--- config.mk ---
export PLATFORM = sky130hd
export DESIGN_NAME = tlb_fa
export DESIGN_NICKNAME = d
export VERILOG_FILES = /design/src/rtl/tlb_pkg.sv /design/src/rtl/tlb_match.sv /design/src/rtl/tlb_victim.sv /design/src/rtl/tlb_fa.sv
export SDC_FILE = /design/constraint.sdc
export NUM_CORES = 2
export LEC_CHECK = 0
export ABC_AREA = 0
export BUFFER_PORTS_ARGS = -buffer_cell sky130_fd_sc_hd__buf_2
export CAP_MARGIN = 10
export CORE_ASPECT_RATIO = 0.6
export CORE_MARGIN = 2
export CORE_UTILIZATION = 60
export DETAILED_ROUTE_END_ITERATION = 6
export GPL_TIMING_DRIVEN = 0
export HOLD_SLACK_MARGIN = 0.15
export PLACE_DENSITY_LB_ADDON = 0.15
export RECOVER_POWER = 50
export SLEW_MARGIN = 20
export SYNTH_ARGS = -nofsm -noshare
export SYNTH_HDL_FRONTEND = slang
export SYNTH_HIERARCHICAL = 1
export SYNTH_SLANG_ARGS = --single-unit
--- constraint.sdc ---
create_clock -name clk -period 31.3 [get_ports clk]
set_input_delay 6.26 -clock clk [delete_from_list [all_inputs] [get_ports clk]]
set_output_delay 6.26 -clock clk [all_outputs]
set_load 0.1 [all_outputs]
--- src/rtl/tlb_pkg.sv ---
package tlb_pkg;
  localparam int PAGE_OFS_W = 12;
endpackage

--- src/rtl/tlb_match.sv ---
module tlb_match #(
  parameter int ENTRIES = 16,
  parameter int VPN_W   = 20
) (
  input  logic [VPN_W-1:0]              key,
  input  logic [ENTRIES-1:0][VPN_W-1:0] tags,
  input  logic [ENTRIES-1:0]            vld,
  output logic [ENTRIES-1:0]            hit_vec
);
  for (genvar g = 0; g < ENTRIES; g++) begin : g_cmp
    assign hit_vec[g] = vld[g] && (tags[g] == key);
  end
endmodule

--- src/rtl/tlb_victim.sv ---
module tlb_victim #(
  parameter int ENTRIES = 16
) (
  input  logic [ENTRIES-1:0] same_tag,
  input  logic [ENTRIES-1:0] vld,
  input  logic [ENTRIES-1:0] use_bits,
  output logic [ENTRIES-1:0] sel
);
  logic found;

  always_comb begin
    sel   = '0;
    found = 1'b0;
    if (|same_tag) begin
      sel   = same_tag;
      found = 1'b1;
    end
    for (int i = 0; i < ENTRIES; i++) begin
      if (!found && !vld[i]) begin
        sel[i] = 1'b1;
        found  = 1'b1;
      end
    end
    for (int i = 0; i < ENTRIES; i++) begin
      if (!found && !use_bits[i]) begin
        sel[i] = 1'b1;
        found  = 1'b1;
      end
    end
    if (!found) sel[0] = 1'b1;
  end
endmodule

--- src/rtl/tlb_fa.sv ---
module tlb_fa #(
  parameter int ENTRIES = 16,
  parameter int VA_W    = 32,
  parameter int PA_W    = 32
) (
  input  logic              clk,
  input  logic              rst_n,
  input  logic              lk_valid,
  input  logic              lk_write,
  input  logic [VA_W-1:0]   lk_vaddr,
  output logic              lk_hit,
  output logic              lk_miss,
  output logic [PA_W-1:0]   lk_paddr,
  output logic              lk_dirty,
  input  logic              fill_en,
  input  logic [VA_W-13:0]  fill_vpn,
  input  logic [PA_W-13:0]  fill_ppn,
  input  logic              fill_ref,
  input  logic              fill_dirty,
  input  logic              ref_clear,
  input  logic              flush
);
  import tlb_pkg::*;
  localparam int VPN_W = VA_W - PAGE_OFS_W;
  localparam int PPN_W = PA_W - PAGE_OFS_W;

  logic [1:0] rst_pipe;
  logic       rst_sn;

  always_ff @(posedge clk or negedge rst_n) begin
    if (!rst_n) rst_pipe <= 2'b00;
    else        rst_pipe <= {rst_pipe[0], 1'b1};
  end
  assign rst_sn = rst_pipe[1];

  logic [ENTRIES-1:0]            vld_q, vld_d, use_q, use_d, mod_q, mod_d;
  logic [ENTRIES-1:0][VPN_W-1:0] tag_q, tag_d;
  logic [ENTRIES-1:0][PPN_W-1:0] ppn_q, ppn_d;
  logic [ENTRIES-1:0]            lk_match, fill_match, fill_sel;
  logic                          any_hit, upd_en;
  logic [PPN_W-1:0]              hit_ppn;
  logic                          hit_mod;

  tlb_match #(.ENTRIES(ENTRIES), .VPN_W(VPN_W)) u_lk_cmp (
    .key(lk_vaddr[VA_W-1:PAGE_OFS_W]), .tags(tag_q), .vld(vld_q), .hit_vec(lk_match)
  );

  tlb_match #(.ENTRIES(ENTRIES), .VPN_W(VPN_W)) u_fill_cmp (
    .key(fill_vpn), .tags(tag_q), .vld(vld_q), .hit_vec(fill_match)
  );

  tlb_victim #(.ENTRIES(ENTRIES)) u_victim (
    .same_tag(fill_match), .vld(vld_q), .use_bits(use_q), .sel(fill_sel)
  );

  always_comb begin
    hit_ppn = '0;
    hit_mod = 1'b0;
    for (int i = 0; i < ENTRIES; i++) begin
      hit_ppn = hit_ppn | (ppn_q[i] & {PPN_W{lk_match[i]}});
      hit_mod = hit_mod | (mod_q[i] & lk_match[i]);
    end
  end

  assign any_hit  = lk_valid && (|lk_match);
  assign lk_hit   = any_hit;
  assign lk_miss  = lk_valid && !(|lk_match);
  assign lk_paddr = any_hit ? {hit_ppn, lk_vaddr[PAGE_OFS_W-1:0]} : '0;
  assign lk_dirty = any_hit && hit_mod;

  always_comb begin
    vld_d = vld_q;
    use_d = use_q;
    mod_d = mod_q;
    tag_d = tag_q;
    ppn_d = ppn_q;
    if (ref_clear) use_d = '0;
    for (int i = 0; i < ENTRIES; i++) begin
      if (any_hit && lk_match[i]) begin
        use_d[i] = 1'b1;
        if (lk_write) mod_d[i] = 1'b1;
      end
      if (fill_en && fill_sel[i]) begin
        vld_d[i] = 1'b1;
        tag_d[i] = fill_vpn;
        ppn_d[i] = fill_ppn;
        use_d[i] = fill_ref;
        mod_d[i] = fill_dirty;
      end
    end
    if (flush) vld_d = '0;
  end

  assign upd_en = flush || fill_en || ref_clear || any_hit;

  always_ff @(posedge clk or negedge rst_sn) begin
    if (!rst_sn) begin
      vld_q <= '0;
      use_q <= '0;
      mod_q <= '0;
      tag_q <= '0;
      ppn_q <= '0;
    end else if (upd_en) begin
      vld_q <= vld_d;
      use_q <= use_d;
      mod_q <= mod_d;
      tag_q <= tag_d;
      ppn_q <= ppn_d;
    end
  end
endmodule

After elaboration in Yosys (flattened, before gate mapping):

Index checks and enable logic that the tools add are counted.

* register bits after elaboration: 690
* input port bits: 81
* output and inout port bits: 35
* logic and storage cells: 623

* equality and inequality tests: 32
* muxes and demuxes: 151
* bitwise logic cells: 62
* reductions and logical operators: 297

Operators with widths (number)
* equality test 20 bit: 32
* AND 20 bit: 16
* bitwise OR 20 bit: 15
* two-way mux 1 bit: 147
* logical AND 1 bit: 99
* AND reduction 2 bit: 48
* nonzero test 2 bit: 48
* logical NOT 1 bit: 65
* two-way mux 16 bit: 3
* AND reduction 3 bit: 16
* nonzero test 3 bit: 16
* two-way mux 32 bit: 1
* OR reduction 16 bit: 2
* AND 1 bit: 16
* bitwise OR 1 bit: 15
* logical OR 1 bit: 3

Depth between registers and ports, before layout:

* depth after elaboration: 104
* mapped depth: 15
* gate-level depth less buffers: 12

Modules after synthesis:

Netlist, hierarchy kept.

By module, submodules not included
* tlb_fa: times used 1, cells an instance 1863, area an instance 27901.8 µm², sequential area each 17266.6 µm²
* tlb_match: times used 2, cells an instance 472, area an instance 3846.2 µm², sequential area each 0.0 µm²
* tlb_victim: times used 1, cells an instance 91, area an instance 554.3 µm², sequential area each 0.0 µm²

Worst setup path after synthesis:

No wires, ideal clock.

* path type: in2out
* start: input lk_vaddr[13]
* end: output lk_paddr[15]
* data arrival time: 9753 ps
* required time: 25040 ps
* slack: 15287 ps
* cell stages on the path: 9
* buffers on the path: 3
* path through: buf_2 -> buf_2 -> xnor2_1 -> nand4_1 -> nor4_1 -> clkbuf_1 -> a22o_1 -> a221oi_1 -> a31oi_1

* elaborated cells on any way between the ends: 66
* classes of those cells: eq/ne: 16; mux: 1; bitwise: 31; reduce/logical: 18

RTL lines
* start, declared: line tlb_fa.sv:10 `input logic [VA_W-1:0] lk_vaddr,`
* equality test 20 bit *: line tlb_match.sv:11 `assign hit_vec[g] = vld[g] && (tags[g] == key);`
* logical AND 1 bit *: line tlb_match.sv:11
* via lk_match[7]: line tlb_fa.sv:39 `logic [ENTRIES-1:0] lk_match, fill_match, fill_sel;`
* AND 20 bit: line tlb_fa.sv:60 `hit_ppn = hit_ppn | (ppn_q[i] & {PPN_W{lk_match[i]}});`
* bitwise OR 20 bit (9 in series): line tlb_fa.sv:60
* two-way mux 32 bit *: line tlb_fa.sv:68 `assign lk_paddr = any_hit ? {hit_ppn, lk_vaddr[PAGE_OFS_W-1:0]} : '0;`
* end, declared: line tlb_fa.sv:13 `output logic [PA_W-1:0] lk_paddr,`

Mark *: on every way through the listed nets, which the timed path passes. The rest lies on a longest branch.

Worst setup path in the final report:

* start: input lk_vaddr[13]
* end: output lk_paddr[12]

* elaborated cells on any way between the ends: 66
* classes of those cells: eq/ne: 16; mux: 1; bitwise: 31; reduce/logical: 18

RTL lines (line)
* equality test 20 bit *: tlb_match.sv:11
* logical AND 1 bit *: tlb_match.sv:11
* via lk_match[10]: tlb_fa.sv:39
* AND 20 bit: tlb_fa.sv:60
* bitwise OR 20 bit (6 in series): tlb_fa.sv:60
* two-way mux 32 bit *: tlb_fa.sv:68

Marked as above.

==> flow_metrics.env <==
export IMPL_initial_core_util_pct=60.9
export IMPL_die_w_um=321
export IMPL_cp_endpoint="lk_paddr[12]"
export IMPL_synth_top_area_share_pct=47.8
export IMPL_cts_root_buf="clkbuf_16"
export IMPL_hold_buffers=0
export IMPL_final_cells=3916
export IMPL_crit_start="lk_vaddr[13]"
export IMPL_netlist_instances=2898
export IMPL_synth_cell_types=45
export IMPL_clock_sinks=690
export IMPL_drtPass1Iterations=6
export IMPL_synth_area_leaders="dfrtp_1, mux2_2, xnor2_1"
export IMPL_synth_top_area_cell="dfrtp_1"
export IMPL_drv_cap=14
export IMPL_wirelength_mm=141
export IMPL_r2r_end="ppn_q[274]"
export IMPL_critPathCaptureType="output port"
export IMPL_layout_nets=3166
export IMPL_hold_violations=0
export IMPL_drtIter0Drc=4477
export IMPL_place_congestion=1.01
export IMPL_final_cell_mix="dfrtp_1, mux2_2, xnor2_1"
export IMPL_netlist_area_um2=36100
export IMPL_antenna_found_initial=3
export IMPL_crit_arrival_ns=11.16
export IMPL_status="finished with violations"
export IMPL_grt_pass1_wl_mm=197
export IMPL_ys_seq_elements=690
export IMPL_irDropWorstVdd_v=0.0000458
export IMPL_grt_max_degree=59
export IMPL_wl_per_cell_um=36.1
export IMPL_final_util_pct=67.3
export IMPL_grt_usage_pct=45.2
export IMPL_ant_nets=0
export IMPL_grt_setup_unrepaired="false"
export IMPL_synth_warnings=6
export IMPL_cts_tree="built"
export IMPL_relSlewSlack_pct=-111
export IMPL_p_per_area_nw_per_um2=51.6
export IMPL_drv_slew=692
export IMPL_via_per_inst=7.02
export IMPL_synth_edf_count=0
export IMPL_syn_avg_cell_area_um2=12.5
export IMPL_max_slew_worst_pin_slew_ns=3.17
export IMPL_port_buffers=91
export IMPL_post_cts_buffers=0
export IMPL_finalWorstPathRequiredPeriod_ns=17.42
export IMPL_final_period_utilization_pct=55.6
export IMPL_post_cts_resized=0
export IMPL_die_area_um2=62300
export IMPL_synth_fp_nets=2979
export IMPL_hold_class="register to register"
export IMPL_drive_gt1_share_pct=33.2
export IMPL_via_count=27500
export IMPL_fin_worst_hold_slack_ns=0.352
export IMPL_dp_hpwl_mm=99.0
export IMPL_r2r_slack_ns=21.21
export IMPL_fmaxAchievable_mhz=57.4
export IMPL_crit_type="input port to output port"
export IMPL_grt_ovfl_total=0
export IMPL_setup_tns_ns=0
export IMPL_drc=0
export IMPL_cts_buffers=67
export IMPL_leakagePower_nw=18.0
export IMPL_crit_fanout=10
export IMPL_crit_reg2reg_launch="rst_pipe[1]"
export IMPL_cts_max_level=3
export IMPL_skew_ns=0.0189
export IMPL_std_cell_rows=69
export IMPL_num_io_pins=116
export IMPL_final_common_cell="dfrtp_1"
export IMPL_cts_buffer_depth=3
export IMPL_r2r_cells=4
export IMPL_critPathLaunchType="input port"
export IMPL_critical_path_required_ns=25.04
export IMPL_die_h_um=194
export IMPL_setup_viol=0
export IMPL_syn_to_final_growth_pct=10.6
export IMPL_placed_cells=3797
export IMPL_failed_checks="capacitance limit, slew limit"
export IMPL_ys_flop_type="dfrtp_1"
export IMPL_grt_pass1_vias=26900
export IMPL_core_area_um2=59400
export IMPL_synth_seq_area_share_pct=47.8
export IMPL_ys_async_sr_fraction_pct=100
export IMPL_clk_pin_slew_ns=0.06
export IMPL_clkLatencyLatePin_ns=0.66
## registers in the layout, indices dropped and copies added, names as in the netlist
register	cells
ppn_q	320
vld_q	16
tag_q	320
mod_q	16
use_q	16
rst_pipe	2
## layer usage
metal  vias to the layer above  GRT usage [%]  part of all wire (%)  routed length, µm
li1                      10800              -                     -                  -
met1                     14200           65.9                    40              56700
met2                      2121           59.0                    39              55200
met3                       400           18.9                    16              23100
met4                         3           17.4                   4.4               6160
met5                         -          0.843                 0.052                 74
## per-stage QoR
step                      power (W)  setup WS, ns  area (µm²)
final                       0.00206         13.88       40000
after global routing        0.00211         14.03       40000
after CTS                   0.00206         14.36       40300
after detailed placement    0.00125         14.36       38200
after global placement      0.00123          3.51       37600
after floorplan             0.00116         10.64       36100
## power by group
part | internal (W) | switching [W]
sequential | 0.000943 | 0.0000443
clock | 0.000447 | 0.000374
combinational | 0.000103 | 0.000150
## logic make-up after synthesis
group           synth area share [%]
flops                           47.8
xor+xnor                        15.5
simple gates                    6.42
other cells                   0.0104
buf+inv                         4.33
compound gates                  6.03
mux                             19.9
## worst min-delay path by stage
stage	startpoint	end	slack, ns	cells after the start
floorplan	rst_pipe[0]	rst_pipe[1]	0.33	0
global placement	rst_pipe[0]	rst_pipe[1]	0.34	0
detailed placement	rst_pipe[1]	tag_q[169]	0.29	0
CTS	rst_pipe[1]	tag_q[246]	0.29	0
global route	rst_pipe[0]	rst_pipe[1]	0.37	0
finish	rst_pipe[0]	rst_pipe[1]	0.35	0
## cells in the mapped netlist (all sizes together) (55+ instances only)
| cell | count |
|---|---|
| nor4 | 107 |
| buf | 162 |
| a21oi | 70 |
| mux2 | 640 |
| xnor2 | 384 |
| dfrtp | 690 |
| a221oi | 63 |
| a22oi | 58 |
| clkbuf | 74 |
| a22o | 63 |
| nand4 | 101 |
| nor2 | 55 |
| xor2 | 256 |
## critical path, stage by stage
cell and delay [ns]:
buf_2 0.41, buf_2 0.71, xnor2_1 0.19, nand4_1 0.32
nor4_4 1.04, clkbuf_1 0.97, a22o_1 0.27, a221oi_1 0.05
a31oi_1 0.39, buf_2 0.50
## area by class of cell
cell class	count	area, µm²
Multi-Input combinational cell	1958	17400
Antenna cell	2	5.00
Clock buffer	101	1920
Buffer	236	1520
Tap cell	781	977
Sequential cell	690	17300
Clock inverter	16	209
Timing Repair Buffer	118	604
Fill cell	4415	19400
Inverter	14	52.6
No activity file was read; power rests on OpenSTA's default activity.
